<file path="config.mk">
export PLATFORM = sky130hd
export DESIGN_NAME = ctrl_sync_reg
export DESIGN_NICKNAME = d
export VERILOG_FILES = /design/src/rtl/ctrl_sync_reg_pkg.sv /design/src/rtl/ctrl_lat_timer.sv /design/src/rtl/ctrl_cfg_bank.sv /design/src/rtl/ctrl_sync_reg.sv
export SDC_FILE = /design/constraint.sdc
export NUM_CORES = 1
export LEC_CHECK = 0
export ABC_CLOCK_PERIOD_IN_PS = 1870
export BUFFER_PORTS_ARGS = -buffer_cell sky130_fd_sc_hd__buf_2
export CAP_MARGIN = 15
export CORE_ASPECT_RATIO = 0.9
export CORE_UTILIZATION = 40
export DETAILED_ROUTE_END_ITERATION = 8
export PLACE_DENSITY_LB_ADDON = 0.3
export RECOVER_POWER = 25
export SLEW_MARGIN = 25
export SYNTH_ARGS = -nofsm -noshare
export SYNTH_HDL_FRONTEND = slang
export SYNTH_HIERARCHICAL = 1
export SYNTH_SLANG_ARGS = --single-unit
</file>
<file path="constraint.sdc">
create_clock -name clk -period 1.87 [get_ports clk]
set_clock_uncertainty 0.15 [all_clocks]
set_input_delay 0.374 -clock clk [delete_from_list [all_inputs] [get_ports clk]]
set_output_delay 0.374 -clock clk [all_outputs]
set_load 0.01 [all_outputs]
</file>
<file path="src/rtl/ctrl_sync_reg_pkg.sv">
package ctrl_sync_reg_pkg;
    localparam int WORD_W = 32;
    localparam int CFG_W  = WORD_W - 2;

    typedef struct packed {
        logic [CFG_W-1:0] cfg;
        logic             en;
        logic             srst;
    } ctrl_word_t;

    localparam ctrl_word_t WORD_RESET = '0;

    function automatic ctrl_word_t read_view(input logic resetting,
                                             input logic en,
                                             input logic [CFG_W-1:0] cfg);
        ctrl_word_t w;
        if (resetting) begin
            w = WORD_RESET;
            w.srst = 1'b1;
        end else begin
            w.cfg  = cfg;
            w.en   = en;
            w.srst = 1'b0;
        end
        return w;
    endfunction
endpackage

</file>
<file path="src/rtl/ctrl_lat_timer.sv">
module ctrl_lat_timer #(
    parameter int SYNC_LAT = 4
) (
    input  logic clk,
    input  logic rst,
    input  logic clr,
    input  logic start,
    output logic busy,
    output logic done
);
    localparam int CW = $clog2(SYNC_LAT + 1);

    logic [CW-1:0] cnt;

    always_ff @(posedge clk) begin
        if (rst || clr)
            cnt <= '0;
        else if (start)
            cnt <= CW'(SYNC_LAT);
        else if (cnt != '0)
            cnt <= cnt - 1'b1;
    end

    assign busy = (cnt != '0);
    assign done = (cnt == CW'(1)) && !start && !clr;
endmodule

</file>
<file path="src/rtl/ctrl_cfg_bank.sv">
module ctrl_cfg_bank #(
    parameter int CFG_W = 30
) (
    input  logic             clk,
    input  logic             rst,
    input  logic             clr,
    input  logic             we,
    input  logic [CFG_W-1:0] d,
    output logic [CFG_W-1:0] q
);
    always_ff @(posedge clk) begin
        if (rst || clr)
            q <= '0;
        else if (we)
            q <= d;
    end
endmodule

</file>
<file path="src/rtl/ctrl_sync_reg.sv">
module ctrl_sync_reg
    import ctrl_sync_reg_pkg::*;
#(
    parameter int SYNC_LAT = 4
) (
    input  logic              clk,
    input  logic              rst,
    input  logic              wr_en,
    input  logic [WORD_W-1:0] wr_data,
    output logic [WORD_W-1:0] rd_data,
    output logic              bus_err,
    output logic              en_busy,
    output logic              rst_busy,
    output logic              periph_en,
    output logic [CFG_W-1:0]  cfg_out
);
    ctrl_word_t wdat;
    ctrl_word_t rview;
    logic       accept;
    logic       srst_req;
    logic       en_start;
    logic       cfg_we;
    logic       en_done;
    logic       rst_done;
    logic       en_q;

    assign wdat     = ctrl_word_t'(wr_data);
    assign accept   = wr_en && !rst_busy;
    assign srst_req = accept && wdat.srst;
    assign en_start = accept && !wdat.srst && (wdat.en != en_q);
    assign cfg_we   = accept && !wdat.srst && !en_q && !periph_en;

    ctrl_lat_timer #(.SYNC_LAT(SYNC_LAT)) u_rst_tmr (
        .clk(clk), .rst(rst), .clr(1'b0), .start(srst_req),
        .busy(rst_busy), .done(rst_done)
    );

    ctrl_lat_timer #(.SYNC_LAT(SYNC_LAT)) u_en_tmr (
        .clk(clk), .rst(rst), .clr(srst_req), .start(en_start),
        .busy(en_busy), .done(en_done)
    );

    ctrl_cfg_bank #(.CFG_W(CFG_W)) u_cfg (
        .clk(clk), .rst(rst), .clr(srst_req), .we(cfg_we),
        .d(wdat.cfg), .q(cfg_out)
    );

    always_ff @(posedge clk) begin
        if (rst || srst_req)
            en_q <= 1'b0;
        else if (en_start)
            en_q <= wdat.en;
    end

    always_ff @(posedge clk) begin
        if (rst || rst_done)
            periph_en <= 1'b0;
        else if (en_done)
            periph_en <= en_q;
    end

    always_ff @(posedge clk) begin
        if (rst)
            bus_err <= 1'b0;
        else
            bus_err <= wr_en && rst_busy;
    end

    assign rview   = read_view(rst_busy, en_q, cfg_out);
    assign rd_data = WORD_W'(rview);
endmodule

</file>
# --- After elaboration in Yosys (flattened, before gate mapping) ---
# Cells that the tools add are included.
op_classes:
  order_cmp: 0
  bitwise_logic: 0
  n_addsub: 2
  n_eq_ne: 3
  n_mul: 0
  shifts: 0
  n_reduce_logical: 24
  div: 0
  mux: 5
op_table:
  columns: ["op", "count"]
  rows:
  - ["$mux 32", 1]
  - ["$mux 3", 4]
  - ["$logic_and 1x1->1", 10]
  - ["$eq 3x1->1 const B", 2]
  - ["$logic_not 1->1", 6]
  - ["$reduce_bool 3->1", 2]
  - ["$sub 3x1->3 const B", 2]
  - ["$reduce_bool 2->1", 2]
  - ["$reduce_or 2->1", 2]
  - ["$logic_or 1x1->1", 2]
  - ["$ne 1x1->1", 1]
word_totals:
  ramBits: 0
  output_inout_bits: 66
  n_memories: 0
  latchBits: 0
  register_bits: 39
  input_bits: 35
  mem_bits_ro: 0

# --- Longest topological paths before layout ---
# Gate-level depths: netlist of the first run.
depth:
  word_depth: 8
  ltp_mapped: 10
  mapped_depth_nobuf: 9

# --- By module ---
# Netlist of the first run, hierarchy kept.
modules_own_cells:
  columns: ["module", "n_inst", "seq_area_each_um2", "cells_each", "area_per_inst_um2"]
  rows:
  - ["ctrl_cfg_bank", 1, 600.6, 98, 1127.3]
  - ["ctrl_lat_timer", 2, 60.1, 21, 198.9]
  - ["ctrl_sync_reg", 1, 60.1, 52, 362.8]

# --- Worst setup path after synthesis of the first run ---
# OpenSTA, ideal clock, no wires.
synth_timing:
  kind: "register to register"
  startpoint: "register u_rst_tmr.cnt[0]"
  endpoint: "register periph_en"
  setup_ns: 0.125
  synth_period_minus_slack_ns: 2.155
  setup_slack_ns: -0.285
  path_stages_with_launch: 10
  arrival_time_ns: 1.880
  path_cell_list: "dfxtp_1 inv_1 ha_1 ha_1 inv_1 nand2b_4 nor2_1 nor4b_1 mux2i_1 nor3_1"
synth_lines:
  columns: ["item", "line_no", "text"]
  rows:
  - ["from (decl)", "ctrl_lat_timer.sv:13", "logic [CW-1:0] cnt;"]
  - ["from (signal assigned)", "ctrl_lat_timer.sv:19", "cnt <= CW'(SYNC_LAT);"]
  - ["from (signal assigned)", "ctrl_lat_timer.sv:21", "cnt <= cnt - 1'b1;"]
  - ["$reduce_bool 3->1", "ctrl_lat_timer.sv:24", "assign busy = (cnt != '0);"]
  - ["named net rst_busy", "ctrl_sync_reg.sv:13", "output logic rst_busy,"]
  - ["$logic_not 1->1", "ctrl_sync_reg.sv:28", "assign accept = wr_en && !rst_busy;"]
  - ["$logic_and 1x1->1", "ctrl_sync_reg.sv:28", null]
  - ["$logic_and 1x1->1", "ctrl_sync_reg.sv:29", "assign srst_req = accept && wdat.srst;"]
  - ["named net srst_req", "ctrl_sync_reg.sv:20", "logic srst_req;"]
  - ["$logic_not 1->1", "ctrl_lat_timer.sv:25", "assign done = (cnt == CW'(1)) && !start && !clr;"]
  - ["$logic_and 1x1->1", "ctrl_lat_timer.sv:25", null]
  - ["named net en_done", "ctrl_sync_reg.sv:23", "logic en_done;"]
  - ["to (signal assigned)", "ctrl_sync_reg.sv:59", "periph_en <= en_q;"]
  - ["to (decl)", "ctrl_sync_reg.sv:14", "output logic periph_en,"]
# The timed path passes the listed nets, and every way through them passes these cells.
# A chain may end at the register's enable or synchronous reset.

# --- Final worst setup path of the first run ---
layout_timing:
  startpoint: "register u_rst_tmr.cnt[1]"
  endpoint: "output rd_data[28]"
layout_between:
  elab_chain_cells: 2
layout_rtl:
  columns: ["item", "line_no", "text"]
  rows:
  - ["$reduce_bool 3->1", "ctrl_lat_timer.sv:24", null]
  - ["$mux 32", "ctrl_sync_reg_pkg.sv:17", "if (resetting) begin"]
  - ["to (decl)", "ctrl_sync_reg.sv:10", "output logic [WORD_W-1:0] rd_data,"]
# No other way between the ends.

==> results of run 1 <==
-- layer usage --
layer,track usage [%],part of all wire [%],up-vias
li1,-,-,862
met3,5.672,7.3,3
met1,22.22,46,741
met5,0,0,-
met4,2.830,0.59,0
met2,27.59,46,72
-- through the flow --
stage / util, % / cell area [sq um] / cells / worst slack (ns)
after floorplan: - / 1934 / 195 / -0.02264
after global placement: 55.32 / 2484 / 358 / -0.05643
after detailed placement: 55.32 / 2484 / 358 / -0.1046
after CTS: 61.04 / 2740 / 374 / -0.1472
after global routing: 63.38 / 2845 / 377 / -0.2063
final: 63.38 / 2845 / 377 / -0.1413
-- power breakdown --
| part | switching, W | internal, W |
|---|---|---|
| clock | 0.000290 | 0.000335 |
| combinational | 0.000345 | 0.000361 |
| sequential | 0.0000400 | 0.000888 |
-- final cells by class --
| type | count | share of cell area (%) |
|---|---|---|
| clock buffers | 7 | 3.386 |
| inverters | 13 | 1.891 |
| well taps | 62 | 2.726 |
| repair buffers | 121 | 25.68 |
| multi-input cells | 134 | 38.48 |
| clock inverters | 1 | 0.2639 |
| flip-flops and latches | 39 | 27.57 |
-- cell usage in the layout (no fill, tap or decap), types with 2 or more instances in the layout --
| cell type | Yosys | routed |
|---|---|---|
| mux2i_1 | 33 | 33 |
| inv_2 | 0 | 2 |
| inv_1 | 13 | 10 |
| dfxtp_2 | 0 | 3 |
| or2_1 | 2 | 2 |
| buf_12 | 3 | 2 |
| nand2_1 | 4 | 4 |
| nor2_1 | 32 | 31 |
| nor2b_1 | 30 | 27 |
| or2_4 | 1 | 3 |
| xor2_1 | 2 | 2 |
| dfxtp_1 | 39 | 36 |
| buf_4 | 1 | 12 |
| ha_1 | 8 | 4 |
| a211oi_2 | 0 | 2 |
| clkbuf_8 | 0 | 7 |
| clkbuf_1 | 0 | 9 |
| nor2b_4 | 0 | 2 |
| buf_8 | 0 | 2 |
| ha_4 | 0 | 3 |
| buf_6 | 4 | 9 |
| buf_2 | 3 | 87 |
| conb_1 | 1 | 4 |
| nor4_1 | 3 | 2 |
-- synthesized netlist by cell type, drive strengths merged, types with 2 or more instances --
cell	count	share of area, %
a2111oi	2	1.6
a211oi	2	0.79
buf	11	6.8
dfxtp	39	41
ha	8	5.3
inv	13	2.6
mux2i	33	17
nand2	4	0.79
nor2	32	6.4
nor2b	30	9.9
nor3	2	0.53
nor4	3	0.99
nor4b	2	0.93
or2	3	1.1
xor2	2	0.93
-- kinds of logic (layout without fill, tap and decap cells) --
logic type | after synthesis | after routing
simple gates | 79 | 81
flops | 39 | 39
mux | 33 | 33
buf+inv | 24 | 142
fa+ha+maj | 8 | 8
compound gates | 5 | 5
xor+xnor | 3 | 3
other cells | 1 | 4
-- registers in the layout, indices dropped and copies added (netlist names) --
register and flops:
u_en_tmr/cnt 3, bus_err 1, en_q 1, u_cfg/q 30, u_rst_tmr/cnt 3, periph_en 1
-- repair_timing --
| item | CTS | global route |
|---|---|---|
| endpoints found under the setup margin | 65 | 66 |
| pin swaps | 0 | 6 |
| gates resized for setup | 21 | 23 |
| gates cloned | 3 | 2 |
| buffers inserted | 5 | 4 |
-- worst max-delay path by stage --
stage,to,startpoint,slack (ns)
after global placement,u_cfg/q[7],u_rst_tmr/cnt[1],-0.06
after detailed placement,u_cfg/q[6],u_rst_tmr/cnt[1],-0.10
after CTS,rd_data[28],u_rst_tmr/cnt[1],-0.15
after floorplan,periph_en,u_rst_tmr/cnt[0],-0.02
after global routing,rd_data[28],u_rst_tmr/cnt[0],-0.21
final,rd_data[28],u_rst_tmr/cnt[1],-0.14
-- critical path, stage by stage, from the launching register on --
cell     delay [ns]
dfxtp_2        0.34
inv_2          0.05
ha_4           0.16
ha_4           0.17
inv_6          0.07
buf_8          0.12
and2b_1        0.18
buf_6          0.11
==> results.ini, run 1 <==
[run_status]
status = complete, but fails checks
violations = setup timing

[job]
maxCapViolations = 0

[timing]
final-setup-viol-count = 51
finalHoldViolCount = 0
fin_ws_ns = -0.1413
slew_violations = 0
holdWs_ns = 0.1679
period_needed_ns = 2.011
fin_setup_tns_ns = -3.601
clock.fmax_ghz = 0.4972
fin_crit_sh_pct = 107.6
rsz0062_at_grt = true

[die]
die_height_um = 67.18
io_pins = 101
die_w_um = 74.42
row_count = 23
start_util_pct = 42.06
dieArea_sq_um = 4999
core_area_sq_um = 4489

[clock_tree]
cts_tree = yes
cts.sinks = 39
htree_levels = 2
clk_pin_slew_ns = 0.07
postCtsHoldBufs = 0
clock_latency_ns = 0.29
cts_made_buffers = 5
cts_max_path_buffers = 2
cts_root_buffer = clkbuf_8

[worst_setup_path]
critical_path_class = flop to output port
worstReg2RegEnd = u_cfg/q[22]
r2r_cells = 10
ff2ff_setup_slack_ns = -0.06
crit_path_end_kind = output port
timing.rr.start = u_rst_tmr/cnt[0]
crit_path_start_kind = flop
required_ns = 1.35
path_max_fanout = 7
cp.arrival_ns = 1.49

[drt]
totalWireLength_um = 4603
vias = 1678
wl_per_cell_um = 12.21
via_per_inst = 4.451
drc = 0
postRouteAntennaNets = 0
drt_iter0_markers = 28
first_pass_iters = 4

[global_route]
grt_overflow = 0
grt_pass1_vias = 1362
grt_pass1_wl_um = 6423
grt_usage_pct = 16.99
grt_start_max_net_pins = 31
antenna_found_initial = 0

[pwr]
p_per_area_nw_per_um2 = 794.1
ir_worst_vdd_mv = 0.4517
finalPower_w = 0.002259
p_leak_nw = 1.401

[min_path]
min_path_cells = 3
min_path_type = input port to flop
min_from = wr_data[2]
min_delay_worst_endpoint = u_cfg/q[0]

[logic_synthesis]
netlist_instances = 192
synth_compound_area_share_pct = 2.651
ys.flop_type = dfxtp_1
muxShareOfSynthArea_pct = 17.50
synth_top_family_by_area = simple AND/OR/NAND/NOR gates
synth_xor_area_share_pct = 1.392
synth.distinct_cells = 25
ys_seq_elements = 39
synth_area_sq_um = 1888
yosysWarnings = 6
syn_area_per_cell_sq_um = 9.834
synth_fa_ha_area_share_pct = 5.302
synthSimpleGateAreaFrac_pct = 22.27
synth-async-reset-ratio_pct = 0
synth_edf_count = 0
yosysSeqAreaShare_pct = 41.35

[finish]
final_nets = 357
area_delta_synth_final_pct = 50.70
insertedDiodeCount = 0
n_fill_cell = 380
seqCellArea_sq_um = 784.5
multi_input_area_sq_um = 1095
drive_gt1_share_pct = 46.35

[placement]
dp_hpwl_um = 2926
gp_congestion = 0.7464
io_buffers = 100

(Power assumes the default switching activity.)
==> run 2, diff against run 1 <==
TNS_END_PERCENT = 5   (was unset)
==> run 2 against run 1 <==
  * The run still ends with setup timing left
  * Non-clock buffer count fell by 5
  * First-iteration DRC count did not move
  * Total power fell by 3.3%
  * Fmax fell by 1.1%
  * Via count fell by 3.3%
  * Design area fell by 4.4%
  * Register-to-register slack improved by 0.02 ns
  * Utilization fell by 2.8 points
  * Sequential power barely moved
  * Global-route usage fell by 0.98 points
  * Critical path type unchanged
  * Critical endpoint unchanged
==> results.ini, run 2 (same netlist as run 1, synthesis figures left out) <==
[die]
row_count = 23  ; unchanged
core_area_sq_um = 4489  ; unchanged
dieArea_sq_um = 4999  ; unchanged
die_w_um = 74.42  ; unchanged
start_util_pct = 42.06  ; unchanged
die_height_um = 67.18  ; unchanged
io_pins = 101  ; unchanged

[drt]
via_per_inst = 4.386  ; -1.4%
drt_iter0_markers = 28  ; unchanged
vias = 1623  ; -3.3%
drc = 0  ; unchanged
totalWireLength_um = 4107  ; -11%
wl_per_cell_um = 11.10  ; -9.1%
first_pass_iters = 4  ; unchanged
postRouteAntennaNets = 0  ; unchanged

[clock_tree]
cts_root_buffer = clkbuf_8
cts.sinks = 39  ; unchanged
cts_made_buffers = 5  ; unchanged
htree_levels = 2  ; unchanged
cts_max_path_buffers = 2  ; unchanged
clk_pin_slew_ns = 0.07  ; about the same
cts_tree = yes
clock_latency_ns = 0.29  ; about the same
postCtsHoldBufs = 0  ; unchanged

[pwr]
ir_worst_vdd_mv = 0.4272  ; -5.4%
p_leak_nw = 1.356  ; -3.2%
p_per_area_nw_per_um2 = 803.7  ; +1.2%

[timing]
clock.fmax_ghz = 0.4917  ; -1.1%
holdWs_ns = 0.1673  ; -0.0005700 ns
period_needed_ns = 2.034  ; +0.02227 ns
slew_violations = 0  ; unchanged
fin_ws_ns = -0.1636  ; -0.02227 ns
final-setup-viol-count = 63  ; +24%
finalHoldViolCount = 0  ; unchanged
rsz0062_at_grt = true
fin_crit_sh_pct = 108.7  ; +1.2 points

[finish]
final_nets = 350  ; -2.0%
post-route-util_pct = 60.56  ; -2.8 points
area_delta_synth_final_pct = 44.00
drive_gt1_share_pct = 43.83  ; -2.5 points
top_register = u_cfg/q
largest_reg_flops = 30  ; unchanged
final_common_cell = buf_2
n_fill_cell = 401  ; +5.5%
reg_top3 = u_cfg/q x30, u_en_tmr/cnt x3, u_rst_tmr/cnt x3
final_cell_mix = buf_2, dfxtp_1, mux2i_1
insertedDiodeCount = 0  ; unchanged

[run_status]
status = complete, but fails checks
violations = setup timing

[worst_setup_path]
critical_path_class = flop to output port
crit_path_start_kind = flop
timing.rr.start = u_rst_tmr/cnt[1]
ff2ff_setup_slack_ns = -0.04  ; +0.02 ns
worstReg2RegEnd = u_cfg/q[12]
cp.arrival_ns = 1.51  ; +0.02 ns
required_ns = 1.35  ; about the same
path_max_fanout = 7  ; unchanged
r2r_cells = 9  ; -1
crit_path_end_kind = output port

[job]
maxCapViolations = 0  ; unchanged

[placement]
gp_congestion = 0.7464  ; unchanged
io_buffers = 100  ; unchanged
dp_hpwl_um = 2926  ; unchanged

[global_route]
antenna_found_initial = 0  ; unchanged
grt_pass1_wl_um = 6106  ; -4.9%
grt_start_max_net_pins = 31  ; unchanged
grt_usage_pct = 16.01  ; -0.98 points
grt_overflow = 0  ; unchanged
grt_pass1_vias = 1297  ; -4.8%

[min_path]
min_from = wr_data[2]
min_delay_worst_endpoint = u_cfg/q[0]
min_path_type = input port to flop
min_path_cells = 3  ; unchanged

[run 2: cell types whose count changed in the layout (fill, tap and decap cells not counted), moves of 2 or more]
cell | previous run | this run
buf_6 | 9 | 7
a211oi_1 | 0 | 2
buf_12 | 2 | 0
a211oi_2 | 2 | 0
or2_4 | 3 | 1
[run 2: cell type report]
type                       count  area (sq um)  share of cell area [%]
clock buffer                   7         96.34                   3.543
sequential                    39         784.5                   28.85
timing repair buffer         116         673.1                   24.76
inverter                      13         53.80                   1.979
clock inverter                 1         7.507                  0.2761
tap                           62         77.57                   2.853
multi-input combinational    132          1026                   37.74
[run 2: power breakdown]
group | switching (W) | internal [W]
clock network | 0.000286 | 0.000335
registers | 0.0000393 | 0.000888
logic | 0.000316 | 0.000321
total | 0.000641 | 0.00154
[run 2: per-layer routing]
| layer | part of all wire (%) | up-vias | global-route usage [%] |
|---|---|---|---|
| met5 | 0 | - | 0 |
| met4 | 0.75 | 0 | 2.830 |
| li1 | - | 845 | - |
| met2 | 45 | 74 | 25.90 |
| met3 | 7.8 | 4 | 5.672 |
| met1 | 47 | 700 | 20.75 |
[run 2: worst max-delay path by stage]
stage	slack, ns	startpoint	to	depth (start not counted)
final	-0.16	u_rst_tmr/cnt[1]	rd_data[28]	7
after global routing	-0.22	u_rst_tmr/cnt[1]	rd_data[28]	7
after CTS	-0.15	u_rst_tmr/cnt[1]	rd_data[28]	7
after detailed placement	-0.10	u_rst_tmr/cnt[1]	u_cfg/q[6]	9
after global placement	-0.06	u_rst_tmr/cnt[1]	u_cfg/q[7]	9
after floorplan	-0.02	u_rst_tmr/cnt[0]	periph_en	9
[run 2: stage by stage]
stage	setup TNS [ns]	instances	worst slack, ns	area [sq um]	power (W)
after floorplan	-0.02264	195	-0.02264	1934	0.001331
after global placement	-1.078	358	-0.05643	2484	0.001487
after detailed placement	-2.571	358	-0.1046	2484	0.001494
after CTS	-3.904	368	-0.1533	2670	0.002167
after global routing	-10.21	370	-0.2243	2719	0.002323
final	-4.060	370	-0.1636	2719	0.002185
[run 2: what timing repair did]
item                       4_1_cts  5_1_grt
setup endpoints to repair       65       66
pin swaps                        0        4
cloned                           1        0
buffers inserted                 1        2
resized for setup               13       10
[run 2: worst max-delay path, stage by stage, from the launching register on]
cell,delay (ns)
dfxtp_2,0.34
inv_2,0.05
ha_4,0.16
ha_4,0.17
inv_6,0.08
buf_8,0.12
and2b_1,0.18
buf_6,0.11
==> run 3, diff against run 2 <==
RECOVER_POWER = 50   (was 25)
==> run 3 against run 2 <==
  * The flow still finishes with violations (setup timing)
  * Clock power is essentially flat
  * Non-clock buffer count is the same
  * Total power shrank 0.15%
  * Hold slack is essentially flat
  * Via count shrank 0.49%
  * Utilization shrank 0.28 points
  * Final cell count is the same
  * Sequential power is essentially flat
  * Critical endpoint unchanged
  * Largest power group unchanged
  * Highest routed layer unchanged
==> results.ini, run 3 (same netlist as run 1, synthesis figures left out) <==
[worst_setup_path]
crit_path_start_kind = flop
path_common_cell = ha_4
crit_chain = inv_2 -> ha_4 -> ha_4 -> inv_6 -> buf_8 -> and2b_1 -> buf_6
cpPeakStageDelay_ns = 0.34  ; about the same
crit_path_end_kind = output port
cp.arrival_ns = 1.51  ; about the same
required_ns = 1.35  ; about the same
ff2ff_setup_slack_ns = -0.04  ; about the same
path_max_fanout = 7  ; unchanged
critical_path_class = flop to output port
crit_path_top_delay_cell = dfxtp_2

[placement]
gp_congestion = 0.7464  ; unchanged
place_inst = 358  ; unchanged
dp_hpwl_um = 2926  ; unchanged
io_buffers = 100  ; unchanged

[clock_tree]
cts_tree = yes
cts_max_path_buffers = 2  ; unchanged
clock_latency_ns = 0.29  ; about the same
cts_made_buffers = 5  ; unchanged
cts_root_buffer = clkbuf_8
clk_pin_slew_ns = 0.07  ; about the same
postCtsHoldBufs = 0  ; unchanged
htree_levels = 2  ; unchanged
cts.sinks = 39  ; unchanged

[drt]
first_pass_iters = 3  ; -1
totalWireLength_um = 4110  ; about the same
via_per_inst = 4.365  ; -0.49%
postRouteAntennaNets = 0  ; unchanged
wl_per_cell_um = 11.11  ; about the same
drc = 0  ; unchanged
drt_iter0_markers = 31  ; +11%
vias = 1615  ; -0.49%

[finish]
reg_top3 = u_cfg/q x30, u_en_tmr/cnt x3, u_rst_tmr/cnt x3
area_delta_synth_final_pct = 43.34
multi_input_area_sq_um = 1026  ; unchanged
final_common_cell = buf_2
insertedDiodeCount = 0  ; unchanged
seqCellArea_sq_um = 784.5  ; unchanged
drive_gt1_share_pct = 40.58  ; -3.2 points
top_register = u_cfg/q
n_fill_cell = 408  ; +1.7%
largest_reg_flops = 30  ; unchanged
final_nets = 350  ; unchanged
finalNonFillerCells = 370  ; unchanged
final_cell_mix = buf_2, dfxtp_1, mux2i_1

[die]
io_pins = 101  ; unchanged
start_util_pct = 42.06  ; unchanged
row_count = 23  ; unchanged
dieArea_sq_um = 4999  ; unchanged
die_height_um = 67.18  ; unchanged
die_w_um = 74.42  ; unchanged
core_area_sq_um = 4489  ; unchanged

[timing]
holdWs_ns = 0.1673  ; +0.00004100 ns
fin_ws_ns = -0.1634  ; +0.0001250 ns
final-setup-viol-count = 63  ; unchanged
fin_crit_sh_pct = 108.7  ; about the same
rsz0062_at_grt = true
period_needed_ns = 2.033  ; -0.0001250 ns
slew_violations = 0  ; unchanged
fin_setup_tns_ns = -4.043  ; +0.01649 ns
clock.fmax_ghz = 0.4918  ; about the same
finalHoldViolCount = 0  ; unchanged

[pwr]
p_leak_nw = 1.313  ; -3.1%
ir_worst_vdd_mv = 0.4270  ; about the same
p_per_area_nw_per_um2 = 806.2  ; +0.31%

[min_path]
min_path_type = input port to flop

[global_route]
grt_usage_pct = 16.01  ; unchanged
grt_pass1_wl_um = 6106  ; unchanged
grt_pass1_vias = 1297  ; unchanged
antenna_found_initial = 0  ; unchanged
grt_start_max_net_pins = 31  ; unchanged
grt_overflow = 0  ; unchanged

[run_status]
violations = setup timing
status = complete, but fails checks

[job]
maxCapViolations = 0  ; unchanged

## run 3: changes by cell type in the layout (fill, tap and decap cells not counted), sizes merged
cell,change
buf,-10
clkbuf,+10
## run 3: repair_timing
item	in CTS	in global routing
gates resized for setup	13	10
endpoints found under the setup margin	65	66
setup buffers	1	2
pin swaps	0	4
cloned	1	0
## run 3: stage by stage
stage	instance area, sq um	util [%]	total power (W)	setup slack (ns)
floorplan	1934	-	0.001331	-0.02264
global placement	2484	55.32	0.001487	-0.05643
detailed placement	2484	55.32	0.001494	-0.1046
CTS	2670	59.48	0.002167	-0.1533
global route	2706	60.28	0.002321	-0.2243
finish	2706	60.28	0.002182	-0.1634
## run 3: layout make-up
type,count,share of cell area (%)
sequential,39,28.99
multi-input combinational,132,37.91
tap,62,2.866
timing repair buffer,116,24.41
inverter,13,1.988
clock inverter,1,0.2774
clock buffer,7,3.560
## run 3: critical path, delay by kind of cell, from the launching register on
| kind | cells | cell delay, ns |
|---|---|---|
| AND/OR/NAND/NOR | 1 | 0.18 |
| adder cells (fa/ha/maj) | 2 | 0.33 |
| buffers and inverters | 4 | 0.36 |
| flip-flops | 1 | 0.34 |
## run 3: power by group
part	internal, W	leakage [nW]	switching, W
sequential	0.000888	0.318	0.0000397
clock	0.000335	0.0505	0.000286
combinational	0.000318	0.944	0.000314
## run 3: routing by layer
metal  wire length, um  vias up  GRT usage, %
met5                 0        -             0
met4                31        0         2.830
met3               312        4         5.672
met2              1843       70         25.90
met1              1921      696         20.75
li1                  -      845             -
## run 3: path summary, 6_finish.rpt
path,end,startpoint,cells past startpoint
hold / removal,u_cfg/q[0],wr_data[2],3
setup reg to reg,u_cfg/q[12],u_rst_tmr/cnt[1],9
hold reg to reg,u_en_tmr/cnt[1],u_en_tmr/cnt[1],2
setup / recovery,rd_data[28],u_rst_tmr/cnt[1],7
